**src/rtl/coin_vend_pkg.sv**
```systemverilog
package coin_vend_pkg;
  typedef enum logic [1:0] {
    CR_0  = 2'b00,
    CR_5  = 2'b01,
    CR_10 = 2'b10,
    CR_15 = 2'b11
  } credit_e;
endpackage

```
**src/rtl/coin_rst_sync.sv**
```systemverilog
module coin_rst_sync #(
  parameter int STAGES = 2
) (
  input  logic clk,
  input  logic arst_n,
  output logic srst_n
);
  logic [STAGES-1:0] chain_q;

  always_ff @(posedge clk or negedge arst_n) begin
    if (!arst_n) chain_q <= '0;
    else         chain_q <= {chain_q[STAGES-2:0], 1'b1};
  end

  assign srst_n = chain_q[STAGES-1];
endmodule

```
**src/rtl/coin_credit_next.sv**
```systemverilog
module coin_credit_next
  import coin_vend_pkg::*;
(
  input  credit_e cur,
  input  logic    nickel,
  input  logic    dime,
  output credit_e nxt
);
  always_comb begin
    nxt = cur;
    if (dime) begin
      unique case (cur)
        CR_0:    nxt = CR_10;
        default: nxt = CR_15;
      endcase
    end else if (nickel) begin
      unique case (cur)
        CR_0:    nxt = CR_5;
        CR_5:    nxt = CR_10;
        default: nxt = CR_15;
      endcase
    end
  end
endmodule

```
**src/rtl/coin_release_dec.sv**
```systemverilog
module coin_release_dec
  import coin_vend_pkg::*;
(
  input  credit_e cur,
  input  logic    nickel,
  input  logic    dime,
  output logic    rel_moore,
  output logic    rel_mealy
);
  always_comb begin
    rel_moore = (cur == CR_15);
    rel_mealy = (cur == CR_15)
              | (dime   & ((cur == CR_5) | (cur == CR_10)))
              | (nickel & (cur == CR_10));
  end
endmodule

```
**src/rtl/coin_vend_ctrl.sv**
```systemverilog
module coin_vend_ctrl
  import coin_vend_pkg::*;
#(
  parameter int RST_STAGES = 2
) (
  input  logic clk,
  input  logic rst_n,
  input  logic coin_nickel,
  input  logic coin_dime,
  output logic rel_state,
  output logic rel_early
);
  logic    rst_sync_n;
  logic    credit_en;
  credit_e credit_q;
  credit_e credit_d;

  coin_rst_sync #(.STAGES(RST_STAGES)) u_rsync (
    .clk    (clk),
    .arst_n (rst_n),
    .srst_n (rst_sync_n)
  );

  coin_credit_next u_next (
    .cur    (credit_q),
    .nickel (coin_nickel),
    .dime   (coin_dime),
    .nxt    (credit_d)
  );

  assign credit_en = coin_nickel | coin_dime;

  always_ff @(posedge clk or negedge rst_sync_n) begin
    if (!rst_sync_n)    credit_q <= CR_0;
    else if (credit_en) credit_q <= credit_d;
  end

  coin_release_dec u_dec (
    .cur       (credit_q),
    .nickel    (coin_nickel),
    .dime      (coin_dime),
    .rel_moore (rel_state),
    .rel_mealy (rel_early)
  );


  top_holds_chk: assert property (@(posedge clk) disable iff (!rst_sync_n)
    (credit_q == CR_15) |=> (credit_q == CR_15));


  idle_keeps_chk: assert property (@(posedge clk) disable iff (!rst_sync_n)
    (!coin_nickel && !coin_dime) |=> $stable(credit_q));


  early_leads_chk: assert property (@(posedge clk) disable iff (!rst_sync_n)
    (rel_early && !rel_state) |=> rel_state);


  state_implies_early_chk: assert property (@(posedge clk) disable iff (!rst_sync_n)
    rel_state |-> rel_early);


  dime_saturates_chk: assert property (@(posedge clk) disable iff (!rst_sync_n)
    (coin_dime && !coin_nickel && credit_q != CR_0) |=> (credit_q == CR_15));
endmodule

```
**config.mk**
```make
export PLATFORM = sky130hd
export DESIGN_NAME = coin_vend_ctrl
export DESIGN_NICKNAME = d
export VERILOG_FILES = /design/src/rtl/coin_vend_pkg.sv /design/src/rtl/coin_rst_sync.sv /design/src/rtl/coin_credit_next.sv /design/src/rtl/coin_release_dec.sv /design/src/rtl/coin_vend_ctrl.sv
export SDC_FILE = /design/constraint.sdc
export NUM_CORES = 1
export LEC_CHECK = 0
export ABC_AREA = 1
export BUFFER_PORTS_ARGS = -buffer_cell sky130_fd_sc_hd__buf_2
export CAP_MARGIN = 20
export CORE_AREA = 2 2 39 41
export DETAILED_ROUTE_END_ITERATION = 12
export DIE_AREA = 0 0 41 43
export HOLD_SLACK_MARGIN = 0.1
export SYNTH_ARGS = -nofsm -noshare
export SYNTH_HDL_FRONTEND = slang
export SYNTH_HIERARCHICAL = 1
export SYNTH_SLANG_ARGS = --single-unit
export TNS_END_PERCENT = 20
```
**constraint.sdc**
```tcl
create_clock -name clk -period 1.73 [get_ports clk]
set_input_delay 0.0865 -clock clk [delete_from_list [all_inputs] [get_ports clk]]
set_output_delay 0.0865 -clock clk [all_outputs]
set_load 0.05 [all_outputs]
```
# == After elaboration in Yosys (flattened, before gate mapping) ==
# Cells that the tools add are included.
# classes
n_eq_ne,3
mux,4
bitwise_logic,6
reduce_logical,3
# ops
cell,count
$eq A2 B2 Y1 const B,2
$mux W2,2
$or A1 B1 Y1,4
$pmux W2 S2,1
$and A1 B1 Y1,2
$eq A2 B1 Y1 const B,1
$logic_not A2 Y1,1
$reduce_and A2 Y1,1
$reduce_bool A2 Y1,1
$mux W1,1
# totals
regBits,4
inputBits,4
out_inout_bits,2
elab_cells,18

# == Longest topological paths before layout ==
# Gate-level depths: netlist of the first run.
# depth
ltp_word,5
ltp_mapped,6
mapped_depth_nobuf,6

# == Cells and area by module ==
# Netlist of the first run, hierarchy kept.
# modules_own_cells
mod,instances,cells_each,area_per_inst_um2,seq_area_each_um2
coin_vend_ctrl,1,9,81.3,50.0
coin_release_dec,1,8,56.3,0.0
coin_rst_sync,1,3,53.8,50.0
coin_credit_next,1,13,50.0,0.0

# == Worst setup path before layout of the first run ==
# No wires, ideal clock.
# synth_timing
path_kind,register to output
start,register credit_q[1]
end,output port rel_early
t_arrival_ns,1.212
setup_slack_ns,0.431
stages_incl_launch_ff,4
cell_sequence,dfrtp_1 > ha_1 > inv_1 > nand3_2
# synth_via
elab_cells_between_ends,8
# synth_rtl
item,line,text
from (decl),coin_vend_ctrl.sv:15,credit_e credit_q;
from (signal assigned),coin_vend_ctrl.sv:35,else if (credit_en) credit_q <= credit_d;
$eq A2 B2 Y1,n/a,
named net rel_state,coin_vend_ctrl.sv:10,"output logic rel_state,"
$or A1 B1 Y1,coin_release_dec.sv:13,| (dime & ((cur == CR_5) | (cur == CR_10)))
$or A1 B1 Y1,coin_release_dec.sv:14,| (nickel & (cur == CR_10));
to (decl),coin_vend_ctrl.sv:11,output logic rel_early
# The timed path passes the listed nets, and every way through them passes these cells.

# == Worst setup path in the final report of the first run ==
# layout_timing
start,register credit_q[0]
end,output port rel_early
# layout_via
elab_chain_len,5
elab_cells_between_ends,8
# layout_rtl
item,line
$eq A2 B1 Y1 / $eq A2 B2 Y1 (equally long branches),"coin_release_dec.sv:13, coin_release_dec.sv:14"
$or A1 B1 Y1,coin_release_dec.sv:13
$and A1 B1 Y1,coin_release_dec.sv:13
$or A1 B1 Y1,coin_release_dec.sv:13
$or A1 B1 Y1 (*),coin_release_dec.sv:14
# Every way passes the cells marked *; elsewhere a longest branch is shown, timed or not.

==> summary.md, run 1 <==
| Metric | Value |
|---|---|
| Status | `finished clean` |
| Hpwl dp | `about 320 microns` |
| CP max FO | `5` |
| Die area | `1760 sq um` |
| Power share of the clock group | `35.8%` |
| Vias in the first global route | `186` |
| Setup ws final | `0.231 ns` |
| GRT met2 Usage | `between 6 and 7%` |
| Max Cap Viol | `0` |
| Most frequent cells in the layout | `nand2_1 (9), inv_1 (7), buf_2 (5)` |
| RSZ-0062 raised after global routing | `false` |
| Global-route wire length before repair | `752 microns` |
| Pwr dens | `around 930 nW/um^2` |
| Crit Path Category | `reg -> out` |
| Remaining antenna violation count | `0` |
| CP Data Arrival Time | `1.41 ns` |
| Area grow syn2layout | `36.3%` |
| Vias per cell | `3.51` |
| Clock-pin slew on the worst setup and hold paths | `around 0.030 ns` |
| DR DRC count | `0` |
| M3 GR Usage | `3.14%` |
| Mapped Nets | `39` |
| Maximum clock path buffer count | `2` |
| CP endpoint kind | `output pin` |
| Final hold violation count | `0` |
| Leak pwr | `0.187 nW` |
| Drt wl/cell | `6.97 microns` |
| Nets | `51` |
| Clock sinks | `4` |
| Synthesized area | `241 sq um` |
| CTS tree | `yes` |
| Core outline area | `1380 sq um` |
| Netlist cell types | `11` |
| Gr usage total | `between 6 and 7%` |
| Logic pwr share | `28.4%` |
| Violation count after the first detailed-routing iteration | `2` |
| Final min period | `1.50 ns` |
| Max VDD drop | `0.291 mV` |
| Cells after DPL | `54` |
| Worst EP required | `~1.6 ns` |
| Fin cells | `59` |
| Total gr overflow | `0` |
| Htree depth | `1` |
| Period utilization | `86.7%` |
| CP startpoint kind | `flip-flop` |
| Max-slew violation count | `0` |
| Largest net degree at the start of global routing | `8` |
| Slowest CP cell | `dfrtp_1` |
| Crit path from | `credit_q[0]$_DFFE_PN0P_` |
| Yosys warnings | `6` |
| Dpl ws | `0.476 ns` |
| Cells after Synth | `33` |
| Slowest Stage Delay on Critical Path | `0.42 ns` |
| WL final | `411 microns` |
| Die width | `between 40 and 50 microns` |
| Cts bufs inserted | `3` |
| Seq cells post-synth | `4` |
| Die Y | `43 microns` |
| Sequential share of power | `35.8%` |
| Initial DRT Pass Iterations | `2` |
| Clock Latency Late Sink | `0.23 ns` |
| GP Congestion | `0.618` |
| Clk_skew | `0.000638 ns` |
| Ports | `6` |
| Starting Density | `17.5%` |
| RR Startpoint | `credit_q[1]$_DFFE_PN0P_` |
| Net Sw Frac | `33.0%` |
| Power Internal | `between 200 and 250 uW` |
| # setup viols final | `0` |
| Sequential area share after synthesis | `41.5%` |
| Tightest Hold Check Type | `in -> async` |
| Root buffer cell | `clkbuf_4` |
| Setup bufs post-CTS | `0` |
| Post-CTS Resized | `0` |
| Final Total Pwr | `approximately 310 uW` |
| Routed via count | `207` |
| Leading cell type in the layout, fill and taps excluded | `nand2_1` |
| I/O Buffers | `5` |
| NetSw | `101 uW` |
| Share of layout cells above drive strength 1 | `25.6%` |
| CP cell instances | `inv_1, ha_1, inv_1, nand2_2, nand3_2, buf_2` |
| Max Freq | `667 MHz` |
| Antenna Cells | `0` |
| Post-synthesis area per instance | `7.32 sq um` |
| GR peak layer | `met1` |
| TNS Setup | `0 ns` |
| CP dominant cell by count | `inv_1` |
| Fillers | `152` |
| Grt met1 use | `10.5%` |
| Initial antenna violation count | `0` |
| Row Count | `14` |
==> kinds of logic (layout without fill, tap and decap cells) <==
logic type      after synthesis  after routing  share of synthesized area (%)
other cells                   1              1                           1.55
buf+inv                       7             17                           10.9
flops                         4              4                           41.5
compound gates                2              2                           4.15
fa+ha+maj                     2              2                           10.4
simple gates                 17             17                           31.6
==> synth_stat cells (all sizes together) <==
cell type | count | area, sq um
nand2 | 10 | 40.0
inv | 7 | 26.3
nor2 | 5 | 21.3
dfrtp | 4 | 100
ha | 2 | 25.0
nand3 | 2 | 15.0
o21ai | 2 | 10.0
conb | 1 | 3.75
==> metal layers <==
metal | wire (microns) | vias to the layer above | part of all wire (%)
met5 | 0 | - | 0
met4 | 0 | 0 | 0
met3 | 24 | 0 | 5.8
met2 | 179 | 4 | 44
met1 | 207 | 86 | 50
li1 | - | 117 | -
==> worst paths after layout <==
check | end | slack, ns | depth (start not counted)
max in group asynchronous | credit_q[0]$_DFFE_PN0P_ | 1.05 | 1
max reg2reg | credit_q[0]$_DFFE_PN0P_ | 0.78 | 6
min reg2reg | u_rsync/chain_q[1]$_DFF_PN0_ | 0.36 | 0
min in group clk | credit_q[1]$_DFFE_PN0P_ | 0.17 | 3
min | u_rsync/chain_q[0]$_DFF_PN0_ | 0.17 | 2
max | rel_early | 0.23 | 6
==> timing repair <==
item	4_1_cts	5_1_grt
hold endpoints to repair	4	0
hold buffers	2	0
setup endpoints to repair	0	0
==> registers in the layout, indices dropped and copies added, names as in the netlist <==
| name | count |
|---|---|
| credit_q | 2 |
| u_rsync/chain_q | 2 |
==> power by group through the flow <==
stage               clock, mW  combinational, mW  sequential (mW)
floorplan                   0             0.0660            0.109
global placement            0             0.0812            0.111
detailed placement          0             0.0839            0.111
CTS                     0.119             0.0880            0.110
global route            0.128             0.0989            0.111
finish                  0.110             0.0872            0.110
==> through the flow <==
stage                     cell area, sq um  util, %  hold WS, ns
after CTS                              329     23.8        0.163
after global routing                   329     23.8        0.172
after global placement                 287     20.7       -0.128
after detailed placement               287     20.7       -0.125
final                                  329     23.8        0.172
after floorplan                        241        -       -0.209
==> worst max-delay path, delay by kind of cell (launching register included) <==
family / cells / cell delay [ns]
fa+ha+maj: 1 / 0.29
simple gates: 2 / 0.10
flops: 1 / 0.42
buf+inv: 3 / 0.38
==> layout make-up <==
type / instances / area [sq um] / area share, %
Sequential cell: 4 / 100 / 30.4
Inverter: 7 / 26.3 / 7.98
Tap cell: 16 / 20.0 / 6.08
Clock buffer: 3 / 22.5 / 6.84
Timing Repair Buffer: 7 / 45.0 / 13.7
Multi-Input combinational cell: 22 / 115 / 35.0
Note: power is estimated with default switching activity, not from simulation.
==> inputs of run 2 (changes only) <==
==> constraint.sdc (replaced) <==
create_clock -name clk -period 1.5 [get_ports clk]
set_input_delay 0.075 -clock clk [delete_from_list [all_inputs] [get_ports clk]]
set_output_delay 0.075 -clock clk [all_outputs]
set_load 0.05 [all_outputs]
==> run 2 against run 1 <==
Effect of this change:
- combinational power is 19% higher
- largest power group is now the clock network
- core utilization is 0.27 points higher
- clock power is 17% higher
- clock-buffer cell count stayed put
- sequential share of layout area hardly changed
==> summary.md, run 2 (synthesis gave the netlist of run 1 again) <==
| Metric | Value |
|---|---|
| GRT met2 Usage | `7.50%` |
| Leading cell type in the layout, fill and taps excluded | `nand2_1` |
| Die area | `about 1800 sq um` |
| Share of layout cells above drive strength 1 | `27.9%` |
| CP cell instances | `inv_1, ha_1, inv_1, nand2_2, nand3_2, buf_4` |
| Max Freq | `720 MHz` |
| Maximum clock path buffer count | `2` |
| Largest net degree at the start of global routing | `8` |
| Design Area, Final | `between 300 and 400 sq um` |
| Cell family contributing the most delay on the critical path | `flip-flops` |
| RSZ-0062 raised after global routing | `false` |
| Crit Path Category | `reg -> out` |
| Fin cells | `59` |
| Max-slew violation count | `0` |
| Max Cap Viol | `0` |
| GR peak layer | `met1` |
| CP max FO | `5` |
| # setup viols final | `0` |
| TNS Setup | `0 ns` |
| Pwr dens | `1080 nW/um^2` |
| CP bufs+invs | `3` |
| CP startpoint kind | `flip-flop` |
| Final min period | `~1.4 ns` |
| I/O Buffers | `5` |
| WL final | `422 microns` |
| Most frequent cells in the layout | `nand2_1 (9), inv_1 (7), buf_2 (4), nor2_1 (4)` |
| Worst EP required | `1.42 ns` |
| Ports | `6` |
| Htree depth | `1` |
| Routed via count | `206` |
| Initial DRT Pass Iterations | `2` |
| Antenna Cells | `0` |
| Drt wl/cell | `just over 7 microns` |
| CP dominant cell by count | `inv_1` |
| Setup ws final | `0.111 ns` |
| Gr usage total | `6.65%` |
| Die width | `41 microns` |
| Tightest Hold Check Type | `in -> reg` |
| CP endpoint kind | `output pin` |
| Clk_skew | `0.00100 ns` |
| Dpl ws | `approximately 0.25 ns` |
| Final Util | `about 24%` |
| Slowest Stage Delay on Critical Path | `0.40 ns` |
| Global-route wire length before repair | `~740 microns` |
| Vias in the first global route | `190` |
| Core outline area | `around 1400 sq um` |
| Hpwl dp | `about 320 microns` |
| CTS tree | `yes` |
| Period utilization | `92.6%` |
| Largest regs | `credit_q (2), u_rsync/chain_q (2)` |
| Final Total Pwr | `360 uW` |
| Dpl cell area | `around 290 sq um` |
| Clock Latency Late Sink | `0.23 ns` |
| Slowest CP cell | `dfrtp_2` |
| Initial antenna violation count | `0` |
| Vias per cell | `3.49` |
| Remaining antenna violation count | `0` |
| Die Y | `43 microns` |
| Leak pwr | `0.187 nW` |
| Violation count after the first detailed-routing iteration | `1` |
| Row Count | `14` |
| Total gr overflow | `0` |
| Starting Density | `17.5%` |
| Cts bufs inserted | `3` |
| GP Congestion | `0.600` |
| Hold_ws | `approximately 0.15 ns` |
| Grt met1 use | `about 8.8%` |
| Status | `finished clean` |
| Clock-pin slew on the worst setup and hold paths | `approximately 0.04 ns` |
| DR DRC count | `0` |
| Fillers | `roughly 150` |
| Max VDD drop | `about 0.34 mV` |
| Clock sinks | `4` |
| Area grow syn2layout | `37.8%` |
| Setup bufs post-CTS | `0` |
| Final hold violation count | `0` |
| Cells after DPL | `between 50 and 60` |
| Nets | `51` |
| M3 GR Usage | `between 3 and 4%` |
| CP Data Arrival Time | `1.31 ns` |
| Root buffer cell | `clkbuf_4` |
==> run 2: area by class of cell <==
type | instances | area (sq um) | share of cell area, %
Sequential cell | 4 | 101 | 30.5
Multi-Input combinational cell | 22 | 115 | 34.6
Timing Repair Buffer | 7 | 47.5 | 14.3
Tap cell | 16 | 20.0 | 6.02
Clock buffer | 3 | 22.5 | 6.77
Inverter | 7 | 26.3 | 7.89
==> run 2: final timing paths <==
check | start | to | slack (ns) | cells after the start
max | credit_q[0]$_DFFE_PN0P_ | rel_early | 0.11 | 6
min | coin_nickel | credit_q[1]$_DFFE_PN0P_ | 0.15 | 3
max reg2reg | credit_q[1]$_DFFE_PN0P_ | credit_q[0]$_DFFE_PN0P_ | 0.55 | 6
min reg2reg | u_rsync/chain_q[0]$_DFF_PN0_ | u_rsync/chain_q[1]$_DFF_PN0_ | 0.36 | 0
max in group asynchronous | u_rsync/chain_q[1]$_DFF_PN0_ | credit_q[0]$_DFFE_PN0P_ | 0.81 | 1
min in group asynchronous | rst_n | u_rsync/chain_q[0]$_DFF_PN0_ | 0.16 | 2
==> run 2: repair_timing <==
| action | CTS | global route |
|---|---|---|
| hold buffers | 2 | 0 |
| setup endpoints to repair | 1 | 1 |
| resized for setup | 1 | 1 |
| endpoints found under the hold margin | 4 | 0 |
==> run 2: worst register-to-register path, cell delays in order (launching register included) <==
cell and delay [ns]:
dfrtp_1 0.42, inv_1 0.09, nand2_1 0.05, nor2_1 0.08, nor2_1 0.05, o21ai_0 0.06
nand2_1 0.08
==> run 2: routing by layer <==
metal	vias up	wire [microns]
li1	117	-
met1	85	203
met2	4	199
met3	0	20
met4	0	0
met5	-	0
==> run 2: power by group <==
group	internal [mW]	total (mW)	leakage, nW	switching (mW)
Clock	0.0892	0.129	0.0138	0.0402
Combinational	0.0341	0.104	0.130	0.0695
Sequential	0.118	0.127	0.0436	0.00947
